## src/rtl/parport_pkg.sv

```systemverilog
package parport_pkg;

  localparam int unsigned PORT_W     = 8;
  localparam int unsigned HALF_W     = PORT_W / 2;
  localparam int unsigned NUM_PORTS  = 3;
  localparam int unsigned NUM_GROUPS = 2;
  localparam int unsigned SEL_W      = 2;
  localparam int unsigned MODE_SET_BIT = 7;

  // register select encoding
  localparam logic [SEL_W-1:0] SEL_PA   = 2'b00;
  localparam logic [SEL_W-1:0] SEL_PB   = 2'b01;
  localparam logic [SEL_W-1:0] SEL_PC   = 2'b10;
  localparam logic [SEL_W-1:0] SEL_CTRL = 2'b11;

  // fixed port C handshake pin positions
  localparam int unsigned PC_INTR_B = 0;
  localparam int unsigned PC_BUF_B  = 1;
  localparam int unsigned PC_STB_B  = 2;
  localparam int unsigned PC_INTR_A = 3;
  localparam int unsigned PC_STB_A  = 4;
  localparam int unsigned PC_IBF_A  = 5;
  localparam int unsigned PC_ACK_A  = 6;
  localparam int unsigned PC_OBF_A  = 7;

  typedef struct packed {
    logic a_hs;   // group A strobed mode
    logic a_in;   // port A input
    logic cu_in;  // upper port C half input
    logic b_hs;   // group B strobed mode
    logic b_in;   // port B input
    logic cl_in;  // lower port C half input
  } cfg_t;

  localparam cfg_t CFG_RESET = '{a_hs: 1'b0, a_in: 1'b1, cu_in: 1'b1,
                                 b_hs: 1'b0, b_in: 1'b1, cl_in: 1'b1};

  function automatic cfg_t decode_cfg(input logic [PORT_W-1:0] w);
    cfg_t c;
    // mode field 01 selects strobed; 1x (bidirectional) falls back to plain
    c.a_hs  = (w[6:5] == 2'b01);
    c.a_in  = w[4];
    c.cu_in = w[3];
    c.b_hs  = w[2];
    c.b_in  = w[1];
    c.cl_in = w[0];
    return c;
  endfunction

endpackage

```

## src/rtl/parport_cfg_reg.sv

```systemverilog
module parport_cfg_reg
  import parport_pkg::*;
(
  input  logic              clk,
  input  logic              rst_n,
  input  logic              wr_ctrl,
  input  logic [PORT_W-1:0] wdata,
  output cfg_t              cfg,
  output logic              load
);

  cfg_t cfg_q;
  cfg_t cfg_d;

  always_comb begin
    load  = wr_ctrl & wdata[MODE_SET_BIT];
    cfg_d = cfg_q;
    if (load) begin
      cfg_d = decode_cfg(wdata);
    end
  end

  always_ff @(posedge clk or negedge rst_n) begin
    if (!rst_n) begin
      cfg_q <= CFG_RESET;
    end else if (load) begin
      cfg_q <= cfg_d;
    end
  end

  assign cfg = cfg_q;

endmodule

```

## src/rtl/parport_latch.sv

```systemverilog
module parport_latch #(
  parameter int unsigned W = 8
) (
  input  logic         clk,
  input  logic         rst_n,
  input  logic         clr,
  input  logic         we,
  input  logic [W-1:0] d,
  output logic [W-1:0] q
);

  logic [W-1:0] q_r;
  logic [W-1:0] q_d;
  logic         q_en;

  always_comb begin
    q_en = clr | we;
    q_d  = clr ? '0 : d;
  end

  always_ff @(posedge clk or negedge rst_n) begin
    if (!rst_n) begin
      q_r <= '0;
    end else if (q_en) begin
      q_r <= q_d;
    end
  end

  assign q = q_r;

endmodule

```

## src/rtl/parport_hs_chan.sv

```systemverilog
module parport_hs_chan #(
  parameter int unsigned W = 8
) (
  input  logic         clk,
  input  logic         rst_n,
  input  logic         en,
  input  logic         dir_in,
  input  logic         clr,
  input  logic         stb_pin,
  input  logic         host_wr,
  input  logic         host_rd,
  input  logic [W-1:0] port_in,
  output logic [W-1:0] cap,
  output logic         full,
  output logic         intr
);

  logic         stb_q;
  logic         stb_fall;
  logic [W-1:0] cap_q;
  logic         cap_we;
  logic         full_q, full_d;
  logic         intr_q, intr_d;

  always_comb begin
    stb_fall = stb_q & ~stb_pin;
    cap_we   = 1'b0;
    full_d   = full_q;
    intr_d   = intr_q;
    if (clr || !en) begin
      full_d = 1'b0;
      intr_d = 1'b0;
    end else if (dir_in) begin
      if (stb_fall) begin
        cap_we = 1'b1;
        full_d = 1'b1;
        intr_d = 1'b1;
      end else if (host_rd) begin
        full_d = 1'b0;
        intr_d = 1'b0;
      end
    end else begin
      if (host_wr) begin
        full_d = 1'b1;
        intr_d = 1'b0;
      end else if (stb_fall) begin
        full_d = 1'b0;
        intr_d = 1'b1;
      end
    end
  end

  always_ff @(posedge clk or negedge rst_n) begin
    if (!rst_n) begin
      stb_q  <= 1'b1;
      full_q <= 1'b0;
      intr_q <= 1'b0;
    end else begin
      stb_q  <= stb_pin;
      full_q <= full_d;
      intr_q <= intr_d;
    end
  end

  always_ff @(posedge clk or negedge rst_n) begin
    if (!rst_n) begin
      cap_q <= '0;
    end else if (cap_we) begin
      cap_q <= port_in;
    end
  end

  assign cap  = cap_q;
  assign full = full_q;
  assign intr = intr_q;

endmodule

```

## src/rtl/parport_ctrl.sv

```systemverilog
module parport_ctrl
  import parport_pkg::*;
(
  input  logic              clk,
  input  logic              rst_n,
  input  logic              cs,
  input  logic              rd,
  input  logic              wr,
  input  logic [SEL_W-1:0]  sel,
  input  logic [PORT_W-1:0] din,
  output logic [PORT_W-1:0] dout,
  output logic              dout_en,
  input  logic [PORT_W-1:0] pa_in,
  output logic [PORT_W-1:0] pa_out,
  output logic [PORT_W-1:0] pa_oe,
  input  logic [PORT_W-1:0] pb_in,
  output logic [PORT_W-1:0] pb_out,
  output logic [PORT_W-1:0] pb_oe,
  input  logic [PORT_W-1:0] pc_in,
  output logic [PORT_W-1:0] pc_out,
  output logic [PORT_W-1:0] pc_oe
);

  // reset: asserted asynchronously, released on the clock
  logic [1:0] rst_pipe;
  logic       rst_sync_n;

  always_ff @(posedge clk or negedge rst_n) begin
    if (!rst_n) begin
      rst_pipe <= 2'b00;
    end else begin
      rst_pipe <= {rst_pipe[0], 1'b1};
    end
  end

  assign rst_sync_n = rst_pipe[1];

  // host access decode
  logic                 acc_wr;
  logic                 acc_rd;
  logic [NUM_PORTS-1:0] wr_port;
  logic [NUM_PORTS-1:0] rd_port;
  logic                 wr_ctrl;

  always_comb begin
    acc_wr  = cs & wr;
    acc_rd  = cs & rd;
    wr_ctrl = acc_wr & (sel == SEL_CTRL);
    for (int i = 0; i < NUM_PORTS; i++) begin
      wr_port[i] = acc_wr & (sel == SEL_W'(i));
      rd_port[i] = acc_rd & (sel == SEL_W'(i));
    end
  end

  // control word
  cfg_t cfg_q;
  logic cfg_load;

  parport_cfg_reg u_cfg (
    .clk     (clk),
    .rst_n   (rst_sync_n),
    .wr_ctrl (wr_ctrl),
    .wdata   (din),
    .cfg     (cfg_q),
    .load    (cfg_load)
  );

  // output latches, one per port
  logic [NUM_PORTS-1:0][PORT_W-1:0] lat_q;

  for (genvar p = 0; p < NUM_PORTS; p++) begin : g_latch
    parport_latch #(.W(PORT_W)) u_latch (
      .clk   (clk),
      .rst_n (rst_sync_n),
      .clr   (cfg_load),
      .we    (wr_port[p]),
      .d     (din),
      .q     (lat_q[p])
    );
  end

  // handshake channels: group 0 is port A, group 1 is port B
  logic [NUM_GROUPS-1:0]             hs_en;
  logic [NUM_GROUPS-1:0]             hs_dir;
  logic [NUM_GROUPS-1:0]             hs_stb;
  logic [NUM_GROUPS-1:0][PORT_W-1:0] hs_pin;
  logic [NUM_GROUPS-1:0][PORT_W-1:0] hs_cap;
  logic [NUM_GROUPS-1:0]             hs_full;
  logic [NUM_GROUPS-1:0]             hs_intr;

  always_comb begin
    hs_en     = {cfg_q.b_hs, cfg_q.a_hs};
    hs_dir    = {cfg_q.b_in, cfg_q.a_in};
    hs_stb[0] = cfg_q.a_in ? pc_in[PC_STB_A] : pc_in[PC_ACK_A];
    hs_stb[1] = pc_in[PC_STB_B];
    hs_pin[0] = pa_in;
    hs_pin[1] = pb_in;
  end

  for (genvar g = 0; g < NUM_GROUPS; g++) begin : g_hs
    parport_hs_chan #(.W(PORT_W)) u_chan (
      .clk     (clk),
      .rst_n   (rst_sync_n),
      .en      (hs_en[g]),
      .dir_in  (hs_dir[g]),
      .clr     (cfg_load),
      .stb_pin (hs_stb[g]),
      .host_wr (wr_port[g]),
      .host_rd (rd_port[g]),
      .port_in (hs_pin[g]),
      .cap     (hs_cap[g]),
      .full    (hs_full[g]),
      .intr    (hs_intr[g])
    );
  end

  // ports A and B pin drive and read-back
  logic [NUM_GROUPS-1:0][PORT_W-1:0] grp_rd;

  always_comb begin
    pa_out = lat_q[0];
    pb_out = lat_q[1];
    pa_oe  = {PORT_W{~cfg_q.a_in}};
    pb_oe  = {PORT_W{~cfg_q.b_in}};
    for (int g = 0; g < NUM_GROUPS; g++) begin
      if (hs_dir[g]) begin
        grp_rd[g] = hs_en[g] ? hs_cap[g] : hs_pin[g];
      end else begin
        grp_rd[g] = lat_q[g];
      end
    end
  end

  // port C pin map
  always_comb begin
    pc_oe  = {{HALF_W{~cfg_q.cu_in}}, {HALF_W{~cfg_q.cl_in}}};
    pc_out = lat_q[2];
    if (cfg_q.a_hs) begin
      pc_oe[PC_INTR_A]  = 1'b1;
      pc_out[PC_INTR_A] = hs_intr[0];
      if (cfg_q.a_in) begin
        pc_oe[PC_STB_A]  = 1'b0;
        pc_oe[PC_IBF_A]  = 1'b1;
        pc_out[PC_IBF_A] = hs_full[0];
      end else begin
        pc_oe[PC_ACK_A]  = 1'b0;
        pc_oe[PC_OBF_A]  = 1'b1;
        pc_out[PC_OBF_A] = ~hs_full[0];
      end
    end
    if (cfg_q.b_hs) begin
      pc_oe[PC_STB_B]   = 1'b0;
      pc_oe[PC_BUF_B]   = 1'b1;
      pc_out[PC_BUF_B]  = cfg_q.b_in ? hs_full[1] : ~hs_full[1];
      pc_oe[PC_INTR_B]  = 1'b1;
      pc_out[PC_INTR_B] = hs_intr[1];
    end
  end

  // host read mux
  logic [PORT_W-1:0] pc_rd;

  always_comb begin
    for (int i = 0; i < PORT_W; i++) begin
      pc_rd[i] = pc_oe[i] ? pc_out[i] : pc_in[i];
    end
    dout_en = acc_rd;
    unique case (sel)
      SEL_PA:  dout = grp_rd[0];
      SEL_PB:  dout = grp_rd[1];
      SEL_PC:  dout = pc_rd;
      default: dout = '0;
    endcase
    if (!acc_rd) begin
      dout = '0;
    end
  end

endmodule

```

## config.mk

```make
export PLATFORM = sky130hd
export DESIGN_NAME = parport_ctrl
export DESIGN_NICKNAME = d
export VERILOG_FILES = /design/src/rtl/parport_pkg.sv /design/src/rtl/parport_cfg_reg.sv /design/src/rtl/parport_latch.sv /design/src/rtl/parport_hs_chan.sv /design/src/rtl/parport_ctrl.sv
export SDC_FILE = /design/constraint.sdc
export NUM_CORES = 1
export LEC_CHECK = 0
export ABC_AREA = 1
export BUFFER_PORTS_ARGS = -buffer_cell sky130_fd_sc_hd__buf_4
export CAP_MARGIN = 20
export CORE_ASPECT_RATIO = 0.6
export CORE_MARGIN = 2
export CORE_UTILIZATION = 26
export DETAILED_ROUTE_END_ITERATION = 12
export SYNTH_ARGS = -nofsm -noshare
export SYNTH_HDL_FRONTEND = slang
export SYNTH_SLANG_ARGS = --single-unit
```

## constraint.sdc

```tcl
create_clock -name clk -period 3.9 [get_ports clk]
set_input_delay 0.585 -clock clk [delete_from_list [all_inputs] [get_ports clk]]
set_output_delay 0.585 -clock clk [all_outputs]
set_load 0.05 [all_outputs]
```

# ---- Word-level counts from Yosys, hierarchy flattened
# Index checks and enable logic that the tools add are counted.
dict set report classes {
  order_cmp 0
  reduce_logical 9
  n_mux 53
  bitwise 22
  n_div 0
  n_eq_ne 6
  n_addsub 0
  shifts 0
  n_mul 0
}
# cell count
set ops {}
lappend ops {{8-bit 2-to-1 mux} 6}
lappend ops {{1-bit 2-to-1 mux} 41}
lappend ops {{8-bit one-hot mux with 3 select lines} 1}
lappend ops {{1-bit AND} 11}
lappend ops {{4-bit by 1-bit != test with 1-bit output, second input constant} 2}
lappend ops {{1-bit inverter} 8}
lappend ops {{4-bit nonzero test} 2}
lappend ops {{2-bit 2-to-1 mux} 3}
lappend ops {{5-bit 2-to-1 mux} 1}
lappend ops {{2-bit by 1-bit equality test with 1-bit output, second input constant} 2}
lappend ops {{2-bit equality test, second input constant} 2}
lappend ops {{2-bit AND reduction} 2}
lappend ops {{3-bit 2-to-1 mux} 1}
lappend ops {{1-bit OR} 3}
lappend ops {{1-bit logical NOT} 2}
lappend ops {{2-bit logical NOT} 1}
lappend ops {{1-bit logical OR} 2}
dict set report totals {
  inputBits 39
  ramBits 0
  latchBits 0
  rom_bits 0
  mem_count 0
  elab_cells 108
  ff_bits 54
  out_inout_bits 57
}

# ---- Depth between registers and ports, before layout
dict set report logic_depth {
  word_depth 7
  mapped_depth 9
  depth_no_buf 8
}

# ---- Modules after synthesis
# From an unflattened synthesis, not the netlist that was laid out.
dict set report hier_totals {
  hier_cells 464
  hier_area_um2 3301.9
}
# mod cells_per_inst area_per_inst_um2 seq_area_each_um2 n_inst
set by_module_without_submodules {}
lappend by_module_without_submodules {parport_ctrl 213 1079.8 50.0 1}
lappend by_module_without_submodules {parport_latch 35 335.3 200.2 3}
lappend by_module_without_submodules {parport_hs_chan 59 488.0 276.5 2}
lappend by_module_without_submodules {parport_cfg_reg 28 240.2 155.1 1}

# ---- Least setup slack after synthesis
# Ideal clock, no wire load.
dict set report synth_path {
  path_type {register to output}
  start {register, netlist name u_cfg.cfg[2]}
  end {output port dout[2]}
  stages_incl_launch_ff 7
  path_buffers 1
  path_slack_ps 1194
  required_time_ps 3315
  t_arrival_ps 2121
  cell_sequence {dfrtp_1 > clkbuf_2 > nor2_1 > o211ai_1 > nand2_1 > nor2_1 > nor2_1}
}
dict set report synth_via {
  elab_chain_cells 4
  elab_cells_between_ends 6
  classes_between {mux (6)}
}
# item line
set synth_lines {}
lappend synth_lines {{3-bit 2-to-1 mux} parport_ctrl.sv:151} ;# if (cfg_q.b_hs) begin
lappend synth_lines {{named net pc_oe[2]} parport_ctrl.sv:21} ;# output logic [PORT_W-1:0] pc_oe
lappend synth_lines {{1-bit 2-to-1 mux} parport_ctrl.sv:165} ;# pc_rd[i] = pc_oe[i] ? pc_out[i] : pc_in[i];
lappend synth_lines {{8-bit one-hot mux with 3 select lines} parport_ctrl.sv:168} ;# unique case (sel)
lappend synth_lines {{8-bit 2-to-1 mux} parport_ctrl.sv:174} ;# if (!acc_rd) begin
lappend synth_lines {{end: declaration} parport_ctrl.sv:11} ;# output logic [PORT_W-1:0] dout,
# The timed path passes the listed nets, and every way through them passes these cells.

# ---- Worst setup path after layout
dict set report layout_path {
  start {register, netlist name u_cfg.cfg[4]}
  end {output port dout[6]}
}
dict set report layout_via {
  elab_chain_cells 5
  elab_cells_between_ends 6
  classes_between {mux (6)}
}
# item line
set layout_lines {}
lappend layout_lines {{2-bit 2-to-1 mux} parport_ctrl.sv:141} ;# if (cfg_q.a_in) begin
lappend layout_lines {{5-bit 2-to-1 mux} parport_ctrl.sv:138} ;# if (cfg_q.a_hs) begin
lappend layout_lines {{1-bit 2-to-1 mux} parport_ctrl.sv:165}
lappend layout_lines {{8-bit one-hot mux with 3 select lines (*)} parport_ctrl.sv:168}
lappend layout_lines {{8-bit 2-to-1 mux (*)} parport_ctrl.sv:174}
# Every way passes the cells marked *; elsewhere a longest branch is shown, timed or not.

==> metrics <==
Final ANT Viol Nets=0; CTS Sinks=54; Avg Cell Area, Syn=7.16 um^2; # fillers=1299; Multi-input gate area=0.00140 mm^2; vias=3178; antenna cells=0; VDD IR max=266 uV; DR iter-0 viols=252; Critical Path Slowest Stage Cell=dfstp_2; mux cell area share after synthesis=0%; largest family of logic cells by synthesized area=simple AND/OR/NAND/NOR gates; # hold bufs at CTS=0; crit end category=primary output; syn_nets=487; die height=90.0 um; layout cells sized above 1=24.8%; maxcap violations=0; top-area cell type share of the netlist area=37.5%; worst setup margin=0.953 ns; first-pass GRT wire length=16.5 mm; post-synthesis cell count=448; dominant cell type by area after synthesis=dfrtp_1; Final min period=2.95 ns; Stages on worst setup path=9; Post-Synth Adder-Cell Area=0%; Worst Hold Class=in2async; r2r endpoint=g_hs[1].u_chan.cap[1]$_DFFE_PN0P_; most used cell, CP=nand2_1; R2R setup slack=1.86 ns; Initial Util=26.7%; CP required=3.31 ns; period utilization=75.6%; post-route cell area=0.00405 mm^2; Slew Viols, Final=0; Fin Clk Skew=0.00558 ns; post-CTS setup buffer count=0; max incr delay on CP=0.68 ns; sequential fraction of the synthesis area=42.4%; port bufs=95; Tightest Pin Transition=0.688 ns; Final #Nets=560; vias per cell=4.63; largest net degree at the start of global routing=53; most common cell in the netlist=nand2_1; Critical path buffers and inverters=3; synthesized area=0.00321 mm^2; simple-gate area share of the yosys netlist=32.7%; crit path to=dout[6]; count of flip-flops with a built-in enable after synthesis=0; Die ar.=0.0133 mm^2; Slew HR=54.1%; core area=0.0120 mm^2; Hold Violations, Final=0; post-route insts no fill=686; worst path arrival time=2.36 ns; Storage cell area=0.00136 mm^2; Post-synth top flop=dfrtp_1; Total GRT Usage=16.2%; Final setup viols=0; crit-path max FO=18; DRC viols=0; Max Fclk=0.339 GHz; row cnt=31; Yosys cell types=31; via count of the first global-routing pass=2968; static leakage power=2.19 nW; register bit count reported by yosys=54; DPL Wire Length=8.57 mm; initial antenna violation count=0; dpl ws=1.34 ns; clk slew on worst S/H paths=0.07 ns; cell family with most CP delay=simple AND/OR/NAND/NOR gates; IO Pins=96; Root Driver=clkbuf_16; most frequent cells after synthesis=nand2_1, inv_1, dfrtp_1; Post-Synth XOR/XNOR Area=0%; status=finished clean; Yosys Warn Count=0; synthesis-to-layout area growth=26.4%; Area after DPL=0.00392 mm^2; placed cell count=679; setup_tns=0 ns; drt wl/cell=15.6 um; CP Cell Sequence=inv_1 > nand2_1 > nand2_1 > nand2_1 > nand3_1 > nand3_1 > nand2_1 > inv_1 > buf_4; Critical Path Start=u_cfg.cfg[4]$_DFFE_PN1P_; Async SR Flop Fraction=100%; Crit Path Category=reg2out; H-tree Lvls=2; Compound-Gate Fraction of Synth Area=11.0%; RSZ-0062 raised after global routing=no; die width=147 um; Synth area leaders=dfrtp_1, nand2_1, inv_1, nand3_1, dfstp_2; GPL Wtd Cong=0.973; TritonCTS clock tree=yes; Worst-Skew Late Latency=0.30 ns; Worst R2R Start=u_cfg.cfg[1]$_DFFE_PN1P_; worst hold slack=0.0553 ns; Total Routed Length=10.7 mm; DR pass1 iterations=4; worst-case reg-to-reg path depth=5; pwr dens=596 mW/mm^2; Setup crit start kind=register; CTS Buffer Depth=2; post-CTS sizing=0; CTS Buf Count=5; global route overflow=0
==> registers in the layout, summed over array words and instances (netlist names) <==
register           flops
rst_pipe               2
u_cfg.cfg              6
g_hs.u_chan.intr       2
g_latch.u_latch.q     24
g_hs.u_chan.full       2
g_hs.u_chan.cap       16
g_hs.u_chan.stb_q      2
==> where the power goes <==
group          total [mW]  leakage (nW)  internal, mW  switching, mW
logic                1.14          1.45         0.328          0.815
clock network       0.440        0.0640         0.236          0.204
registers           0.832         0.669         0.705          0.127
total                2.42          2.19          1.27           1.15
==> cells in the final DEF (no fill, tap or decap), drive strengths merged <==
| cell type | count |
|---|---|
| a31o | 1 |
| a211oi | 1 |
| nand3 | 40 |
| inv | 61 |
| a21oi | 9 |
| nand2 | 164 |
| o21ai | 38 |
| dfstp | 6 |
| o211ai | 10 |
| nand3b | 1 |
| nor2 | 34 |
| o21a | 1 |
| dfrtp | 48 |
| buf | 96 |
| or2 | 1 |
| nand4 | 1 |
| o22ai | 1 |
| clkbuf | 7 |
| conb | 1 |
==> per-stage QoR <==
stage / util [%] / total power, mW
5_1_grt: 33.7 / 2.54
6_report: 33.7 / 2.42
3_5_place_dp: 32.6 / 1.98
2_1_floorplan: - / 1.68
3_3_place_gp: 32.6 / 1.97
4_1_cts: 33.7 / 2.42
==> layer usage <==
metal,up-vias,share of wire (%),global-route usage [%]
li1,1528,-,-
met1,1501,51,25.9
met2,137,38,20.6
met3,12,9.9,5.23
met4,0,1.2,3.53
met5,-,0,0
==> how the worst min path moves through the flow <==
stage / endpoint / slack (ns)
final: rst_pipe[1]$_DFF_PN0_ / 0.06
after global routing: rst_pipe[1]$_DFF_PN0_ / 0.04
after CTS: rst_pipe[1]$_DFF_PN0_ / 0.05
after detailed placement: rst_pipe[1]$_DFF_PN0_ / 0.34
after global placement: rst_pipe[1]$_DFF_PN0_ / 0.34
after floorplan: rst_pipe[0]$_DFF_PN0_ / 0.29
==> logic make-up (layout without fill, tap and decap cells) <==
family,Yosys count,after routing
AND/OR/NAND/NOR,241,241
buffers and inverters,91,164
AO/OA/AOI/OAI,61,61
flip-flops,54,54
other,1,1
==> cell type report <==
class / instances / area share (%)
multi-input cells: 303 / 34.6
flip-flops and latches: 54 / 33.6
repair buffers: 96 / 17.8
inverters: 61 / 5.65
well taps: 165 / 5.10
clock buffers: 7 / 3.27
Note: power is estimated with default switching activity, not from simulation.
